### src/rtl/msi_ring_pkg.sv
package msi_ring_pkg;
  localparam int SZ_W = 2;

  localparam int CTL_EN      = 0;
  localparam int CTL_FULL_EN = 1;
  localparam int CTL_IRQ_EN  = 3;
  localparam int CTL_STOP    = 4;
  localparam int CTL_SIZE_LO = 8;
  localparam int CTL_OVF     = 16;

  localparam logic [2:0] RA_CTRL    = 3'd0;
  localparam logic [2:0] RA_BASE_HI = 3'd3;
  localparam logic [2:0] RA_BASE_LO = 3'd4;
  localparam logic [2:0] RA_RD_OFF  = 3'd5;
  localparam logic [2:0] RA_WR_OFF  = 3'd6;

  typedef struct packed {
    logic            en;
    logic            full_en;
    logic            irq_en;
    logic            stop;
    logic [SZ_W-1:0] size_code;
  } ring_cfg_t;
endpackage

### src/rtl/msi_ring_regs.sv
module msi_ring_regs
  import msi_ring_pkg::*;
#(
  parameter int REG_AW = 3,
  parameter int ADDR_W = 64,
  parameter int OFF_W  = 18
) (
  input  logic              clk,
  input  logic              rst,
  input  logic [REG_AW-1:0] reg_addr,
  input  logic              reg_we,
  input  logic [31:0]       reg_wdata,
  output logic [31:0]       reg_rdata,
  input  logic              ovf_set,
  input  logic [OFF_W-1:0]  wr_off,
  input  logic [OFF_W-1:0]  off_mask,
  output ring_cfg_t         cfg,
  output logic [ADDR_W-1:0] base,
  output logic [OFF_W-1:0]  rd_off
);
  logic ovf_q;

  always_ff @(posedge clk) begin
    if (rst) begin
      cfg    <= '0;
      base   <= '0;
      rd_off <= '0;
    end else if (reg_we) begin
      case (reg_addr)
        REG_AW'(RA_CTRL): begin
          cfg.en        <= reg_wdata[CTL_EN];
          cfg.full_en   <= reg_wdata[CTL_FULL_EN];
          cfg.irq_en    <= reg_wdata[CTL_IRQ_EN];
          cfg.stop      <= reg_wdata[CTL_STOP];
          cfg.size_code <= reg_wdata[CTL_SIZE_LO +: SZ_W];
        end
        REG_AW'(RA_BASE_HI): base[ADDR_W-1:32] <= reg_wdata[ADDR_W-33:0];
        REG_AW'(RA_BASE_LO): base[31:0]        <= reg_wdata;
        REG_AW'(RA_RD_OFF):  rd_off            <= reg_wdata[OFF_W-1:0] & off_mask;
        default: ;
      endcase
    end
  end

  // sticky loss flag: a new loss wins over a clear in the same cycle
  always_ff @(posedge clk) begin
    if (rst)
      ovf_q <= 1'b0;
    else if (ovf_set)
      ovf_q <= 1'b1;
    else if (reg_we && reg_addr == REG_AW'(RA_CTRL) && reg_wdata[CTL_OVF])
      ovf_q <= 1'b0;
  end

  logic [31:0] rd_mux;
  always_comb begin
    rd_mux = '0;
    case (reg_addr)
      REG_AW'(RA_CTRL): begin
        rd_mux[CTL_EN]              = cfg.en;
        rd_mux[CTL_FULL_EN]         = cfg.full_en;
        rd_mux[CTL_IRQ_EN]          = cfg.irq_en;
        rd_mux[CTL_STOP]            = cfg.stop;
        rd_mux[CTL_SIZE_LO +: SZ_W] = cfg.size_code;
        rd_mux[CTL_OVF]             = ovf_q;
      end
      REG_AW'(RA_BASE_HI): rd_mux[ADDR_W-33:0] = base[ADDR_W-1:32];
      REG_AW'(RA_BASE_LO): rd_mux = base[31:0];
      REG_AW'(RA_RD_OFF):  rd_mux[OFF_W-1:0] = rd_off;
      REG_AW'(RA_WR_OFF):  rd_mux[OFF_W-1:0] = wr_off;
      default: ;
    endcase
  end

  always_ff @(posedge clk) begin
    if (rst) reg_rdata <= '0;
    else     reg_rdata <= rd_mux;
  end
endmodule

### src/rtl/msi_ring_ptr.sv
module msi_ring_ptr
  import msi_ring_pkg::*;
#(
  parameter int MIN_LOG2 = 15,
  parameter int REC_LOG2 = 4,
  parameter int OFF_W    = 18
) (
  input  logic            clk,
  input  logic            rst,
  input  logic [SZ_W-1:0] size_code,
  input  logic            advance,
  input  logic [OFF_W-1:0] rd_off,
  output logic [OFF_W-1:0] off_mask,
  output logic [OFF_W-1:0] wr_off,
  output logic            full
);
  localparam logic [OFF_W-1:0] REC_BYTES = OFF_W'(1) << REC_LOG2;

  logic [OFF_W-1:0] wr_q;
  logic [OFF_W-1:0] next_off;

  always_comb begin
    for (int i = 0; i < OFF_W; i++)
      off_mask[i] = (i >= REC_LOG2) && (i < MIN_LOG2 + int'(size_code));
  end

  assign wr_off   = wr_q & off_mask;
  assign next_off = (wr_off + REC_BYTES) & off_mask;
  assign full     = (next_off == (rd_off & off_mask));

  always_ff @(posedge clk) begin
    if (rst)          wr_q <= '0;
    else if (advance) wr_q <= next_off;
  end
endmodule

### src/rtl/msi_ring_wr.sv
module msi_ring_wr
  import msi_ring_pkg::*;
#(
  parameter int ADDR_W = 64,
  parameter int MSG_W  = 32,
  parameter int REC_W  = 128,
  parameter int OFF_W  = 18
) (
  input  logic              clk,
  input  logic              rst,
  input  ring_cfg_t         cfg,
  input  logic              full,
  input  logic [ADDR_W-1:0] base,
  input  logic [OFF_W-1:0]  wr_off,
  input  logic              msi_valid,
  output logic              msi_ready,
  input  logic [MSG_W-1:0]  msi_data,
  output logic              mem_valid,
  input  logic              mem_ready,
  output logic [ADDR_W-1:0] mem_addr,
  output logic [REC_W-1:0]  mem_data,
  output logic              advance,
  output logic              ovf_set
);
  logic stall;
  logic take;

  assign stall     = cfg.en && cfg.stop && full;
  assign msi_ready = !mem_valid && !stall;
  assign take      = msi_valid && msi_ready;
  assign advance   = mem_valid && mem_ready;
  assign ovf_set   = take && cfg.en && full && cfg.full_en;

  always_ff @(posedge clk) begin
    if (rst) begin
      mem_valid <= 1'b0;
      mem_addr  <= '0;
      mem_data  <= '0;
    end else if (advance) begin
      mem_valid <= 1'b0;
    end else if (take && cfg.en && !full) begin
      mem_valid <= 1'b1;
      mem_addr  <= base + ADDR_W'(wr_off);
      mem_data  <= {{(REC_W-MSG_W){1'b0}}, msi_data};
    end
  end
endmodule

### src/rtl/msi_ring_writer.sv
module msi_ring_writer
  import msi_ring_pkg::*;
#(
  parameter int REG_AW   = 3,
  parameter int ADDR_W   = 64,
  parameter int MSG_W    = 32,
  parameter int REC_W    = 128,
  parameter int MIN_LOG2 = 15,
  parameter int REC_LOG2 = 4
) (
  input  logic              clk,
  input  logic              rst,
  input  logic [REG_AW-1:0] reg_addr,
  input  logic              reg_we,
  input  logic [31:0]       reg_wdata,
  output logic [31:0]       reg_rdata,
  input  logic              msi_valid,
  output logic              msi_ready,
  input  logic [MSG_W-1:0]  msi_data,
  output logic              mem_valid,
  input  logic              mem_ready,
  output logic [ADDR_W-1:0] mem_addr,
  output logic [REC_W-1:0]  mem_data,
  output logic              irq
);
  localparam int OFF_W = MIN_LOG2 + (2 ** SZ_W) - 1;

  ring_cfg_t         cfg;
  logic [ADDR_W-1:0] base;
  logic [OFF_W-1:0]  rd_off;
  logic [OFF_W-1:0]  wr_off;
  logic [OFF_W-1:0]  off_mask;
  logic              full;
  logic              advance;
  logic              ovf_set;
  logic              cfg_en;

  assign cfg_en = cfg.en;

  msi_ring_regs #(.REG_AW(REG_AW), .ADDR_W(ADDR_W), .OFF_W(OFF_W)) u_regs (
    .clk(clk), .rst(rst), .reg_addr(reg_addr), .reg_we(reg_we),
    .reg_wdata(reg_wdata), .reg_rdata(reg_rdata), .ovf_set(ovf_set),
    .wr_off(wr_off), .off_mask(off_mask), .cfg(cfg), .base(base),
    .rd_off(rd_off)
  );

  msi_ring_ptr #(.MIN_LOG2(MIN_LOG2), .REC_LOG2(REC_LOG2), .OFF_W(OFF_W)) u_ptr (
    .clk(clk), .rst(rst), .size_code(cfg.size_code), .advance(advance),
    .rd_off(rd_off), .off_mask(off_mask), .wr_off(wr_off), .full(full)
  );

  msi_ring_wr #(.ADDR_W(ADDR_W), .MSG_W(MSG_W), .REC_W(REC_W), .OFF_W(OFF_W)) u_wr (
    .clk(clk), .rst(rst), .cfg(cfg), .full(full), .base(base),
    .wr_off(wr_off), .msi_valid(msi_valid), .msi_ready(msi_ready),
    .msi_data(msi_data), .mem_valid(mem_valid), .mem_ready(mem_ready),
    .mem_addr(mem_addr), .mem_data(mem_data), .advance(advance),
    .ovf_set(ovf_set)
  );

  always_ff @(posedge clk) begin
    if (rst) irq <= 1'b0;
    else     irq <= cfg_en && cfg.irq_en && (wr_off != (rd_off & off_mask));
  end
endmodule

### config.mk
export PLATFORM = sky130hd
export DESIGN_NAME = msi_ring_writer
export DESIGN_NICKNAME = d
export VERILOG_FILES = /design/src/rtl/msi_ring_pkg.sv /design/src/rtl/msi_ring_regs.sv /design/src/rtl/msi_ring_ptr.sv /design/src/rtl/msi_ring_wr.sv /design/src/rtl/msi_ring_writer.sv
export SDC_FILE = /design/constraint.sdc
export NUM_CORES = 1
export LEC_CHECK = 0
export BUFFER_PORTS_ARGS = -buffer_cell sky130_fd_sc_hd__buf_2
export CAP_MARGIN = 20
export CORE_MARGIN = 1
export CORE_UTILIZATION = 55
export CTS_CLUSTER_DIAMETER = 40
export DETAILED_ROUTE_END_ITERATION = 8
export GPL_ROUTABILITY_DRIVEN = 0
export PLACE_DENSITY = 0.88
export SLEW_MARGIN = 20
export SYNTH_ARGS = -nofsm -noshare
export SYNTH_HDL_FRONTEND = slang
export SYNTH_SLANG_ARGS = --single-unit
### constraint.sdc
create_clock -name clk -period 8.62 [get_ports clk]
set_input_delay 0.862 -clock clk [delete_from_list [all_inputs] [get_ports clk]]
set_output_delay 0.862 -clock clk [all_outputs]
set_load 0.1 [all_outputs]
==> qor.yml <==
cts:
  htreeDepth: 1
  cts_buffers: 30
  clk_pin_slew_ps: 60
  clk_latency_ps: 560
  postCtsSetupBuffers: 0
  cts_root_buffer: "clkbuf_16"
  hold_buffers: 0
  cts_max_path_buffers: 3
  cts_tree: "done"
  cts_sinks: 229
  cts_repair_resize_count: 0
cells_and_area:
  drive_gt1_frac: 0.210
  area_growth_pct: 13.9
  final_cell_mix: "dfxtp_1, nand2_1, buf_2"
  layout_commonest_cell: "dfxtp_1"
  layout.nets: 1596
  diodes: 0
synthesis:
  seq_area_frac_synth: 0.397
  synthCells: 1357
  synth-seq-cells: 229
  syn-mean-instance-area_um2: 8.51
  synth_cell_types: 66
  yosysWarnings: 0
  synth_edf_count: 0
  ys_async_sr_fraction: 0
  syn_area_um2: 11600
  synthFlopType: "dfxtp_1"
grt:
  grt.busiest_layer: "met2"
  grt_usage: 0.286
  grt_util_met3: 0.0612
  met2_usage: 0.475
  grt_pass1_wl_um: 49400
  antenna_found_initial: 2
  overflow: 0
  grt_util_met1: 0.357
  grt_start_max_net_pins: 122
  grt_pass1_vias: 9224
min_path:
  hold_path_class: "flop to flop"
  hold_end: "u_regs.base[2]"
  min-delay-start: "u_regs.base[2]"
  hold-path-cell-count: 2
timing:
  finalSetupTns_ps: 0
  fin_crit_sh: 0.509
  maxSlewHeadroom: 0.247
  finalSetupViolCount: 0
  worst_slack_ps: 4230
  fin_skew_ps: 20.0
  finalHoldViolations: 0
  fmax_mhz: 228
  grt_setup_unrepaired: "no"
  tightestPinTransition_ps: 1130
  min_period_ps: 4390
  report.final.slew_viol_count: 0
floorplan:
  die_area_um2: 21600
  initial_core_util: 0.566
  dieHeight_um: 147
  ioPinCount: 299
  rows: 52
  die_x_um: 147
  core-area_um2: 20400
place:
  detailed_place_hpwl_um: 22400
  portBuffers: 202
  pre_cts_ws_ps: 4570
route:
  drt_iter0_markers: 1037
  vias: 10200
  drc_errors: 0
  via_per_inst: 5.67
  final_antenna_net_count: 0
  dr.pass1.iters: 7
  wl_per_cell_um: 17.7
  finalWirelength_um: 31800
power:
  ir_drop_mv: 0.166
  p_leak_uw: 0.00520
  powerDensity_nw_per_um2: 202
critical_path:
  cp-end-kind: "primary output"
  slowest_stage: "dfxtp_1"
  r2r_cells: 10
  worstPathCellList: "ha_1 > nand4_1 > or4_4 > xnor2_1 > nand3b_1 > o2111ai_1 > nor3_1 > a31oi_1 > buf_2"
  critPathKind: "flop to primary output"
  rr_startpoint: "u_ptr.wr_q[5]"
  cp-start-kind: "flop"
  required_ps: 7760
  r2r_setup_slack_ps: 4730
  r2r-end: "u_wr.mem_addr[62]"
  critPathMaxStageDelay_ps: 520
  cp.arrival_ps: 3520
  critPathMaxFanout: 9
job:
  cap_violations: 0
status:
  status: "complete, no violations"
flip-flops by register name (all words and copies together) (netlist names):
name,flops
u_regs.base,64
u_regs.cfg,6
u_regs.ovf_q,1
u_wr.mem_data,32
u_wr.mem_addr,64
u_wr.mem_valid,1
irq,1
u_regs.reg_rdata,32
u_regs.rd_off,14
u_ptr.wr_q,14
worst max path at each step:
stage	start	end	slack [ps]	depth (start not counted)
6_report	u_ptr.wr_q[5]	msi_ready	4230	9
5_1_grt	u_ptr.wr_q[5]	msi_ready	4100	9
4_1_cts	u_ptr.wr_q[5]	msi_ready	4330	9
3_5_place_dp	reg_addr[1]	u_regs.base[12]	4570	6
3_3_place_gp	reg_addr[1]	u_regs.base[28]	4730	6
2_1_floorplan	u_ptr.wr_q[5]	msi_ready	4540	8
metrics by stage:
step                cell area [um2]  instances  hold slack, ps   util  power (uW)
finish                        13200       1802             482  0.644        2660
global route                  13200       1802             515  0.644        2730
CTS                           13100       1802             481  0.643        2670
detailed placement            12100       1746             471  0.593        1440
global placement              12100       1746             467  0.593        1440
floorplan                     11900       1452             434      -        1430
cells in the mapped netlist (9+ instances only):
cell      instances  area share
a211oi_1         12      0.0078
a211oi_2         39       0.042
a21oi_1         104       0.045
a22oi_1          23       0.015
and2_1           12      0.0065
and3_1           10      0.0054
buf_2            11      0.0048
buf_4            99       0.064
clkbuf_1         63       0.020
dfxtp_1         229        0.40
ha_1             15       0.016
inv_1            16      0.0052
mux2i_1          62       0.054
nand2_1         205       0.067
nand3_1          15      0.0065
nand4_1          12      0.0065
nor2_1          185       0.060
nor2b_1          12      0.0065
nor3_1           16      0.0069
o21ai_0          14      0.0061
or3_1             9      0.0049
xnor2_1          48       0.036
xor2_1           36       0.027
layout make-up:
| cell class | count | area (um2) |
|---|---|---|
| clock buffer | 32 | 778 |
| clock inverter | 24 | 256 |
| fill | 1671 | 7280 |
| inverter | 16 | 60.1 |
| multi-input combinational | 1022 | 6060 |
| sequential | 229 | 4580 |
| tap | 270 | 338 |
| timing repair buffer | 209 | 1070 |
routing by layer:
metal  up-vias  share of wire  routed length [um]
met1      4697           0.38               12200
li1       4746              -                   -
met4         4          0.050                1580
met5         -        0.00063                  20
met3       147          0.097                3100
met2       627           0.47               14900
power breakdown:
part	internal (uW)	total, uW	switching, uW
clock	712	1240	526
sequential	1070	1090	15.9
combinational	39.2	336	297
total	1820	2660	838
worst max-delay path: cells and delay by family (launching register included):
kind	cells	cell delay, ps
AOI/OAI and AO/OA	2	360
buffers and inverters	1	330
adders and majority gates	1	330
DFF	1	520
and+or+nand+nor	4	1300
xor gates and xnor gates	1	140
cells by family (layout without fill, tap and decap cells):
family / count (synthesis) / count (layout) / share of synthesized area
AO/OA/AOI/OAI: 249 / 249 / 0.157
multiplexers: 63 / 63 / 0.0547
other: 1 / 96 / 0.000325
flip-flops: 229 / 229 / 0.397
AND/OR/NAND/NOR: 512 / 512 / 0.197
adder cells (fa/ha/maj): 16 / 16 / 0.0180
buffers and inverters: 201 / 281 / 0.110
XOR/XNOR: 86 / 86 / 0.0665
(Power assumes the default switching activity.)
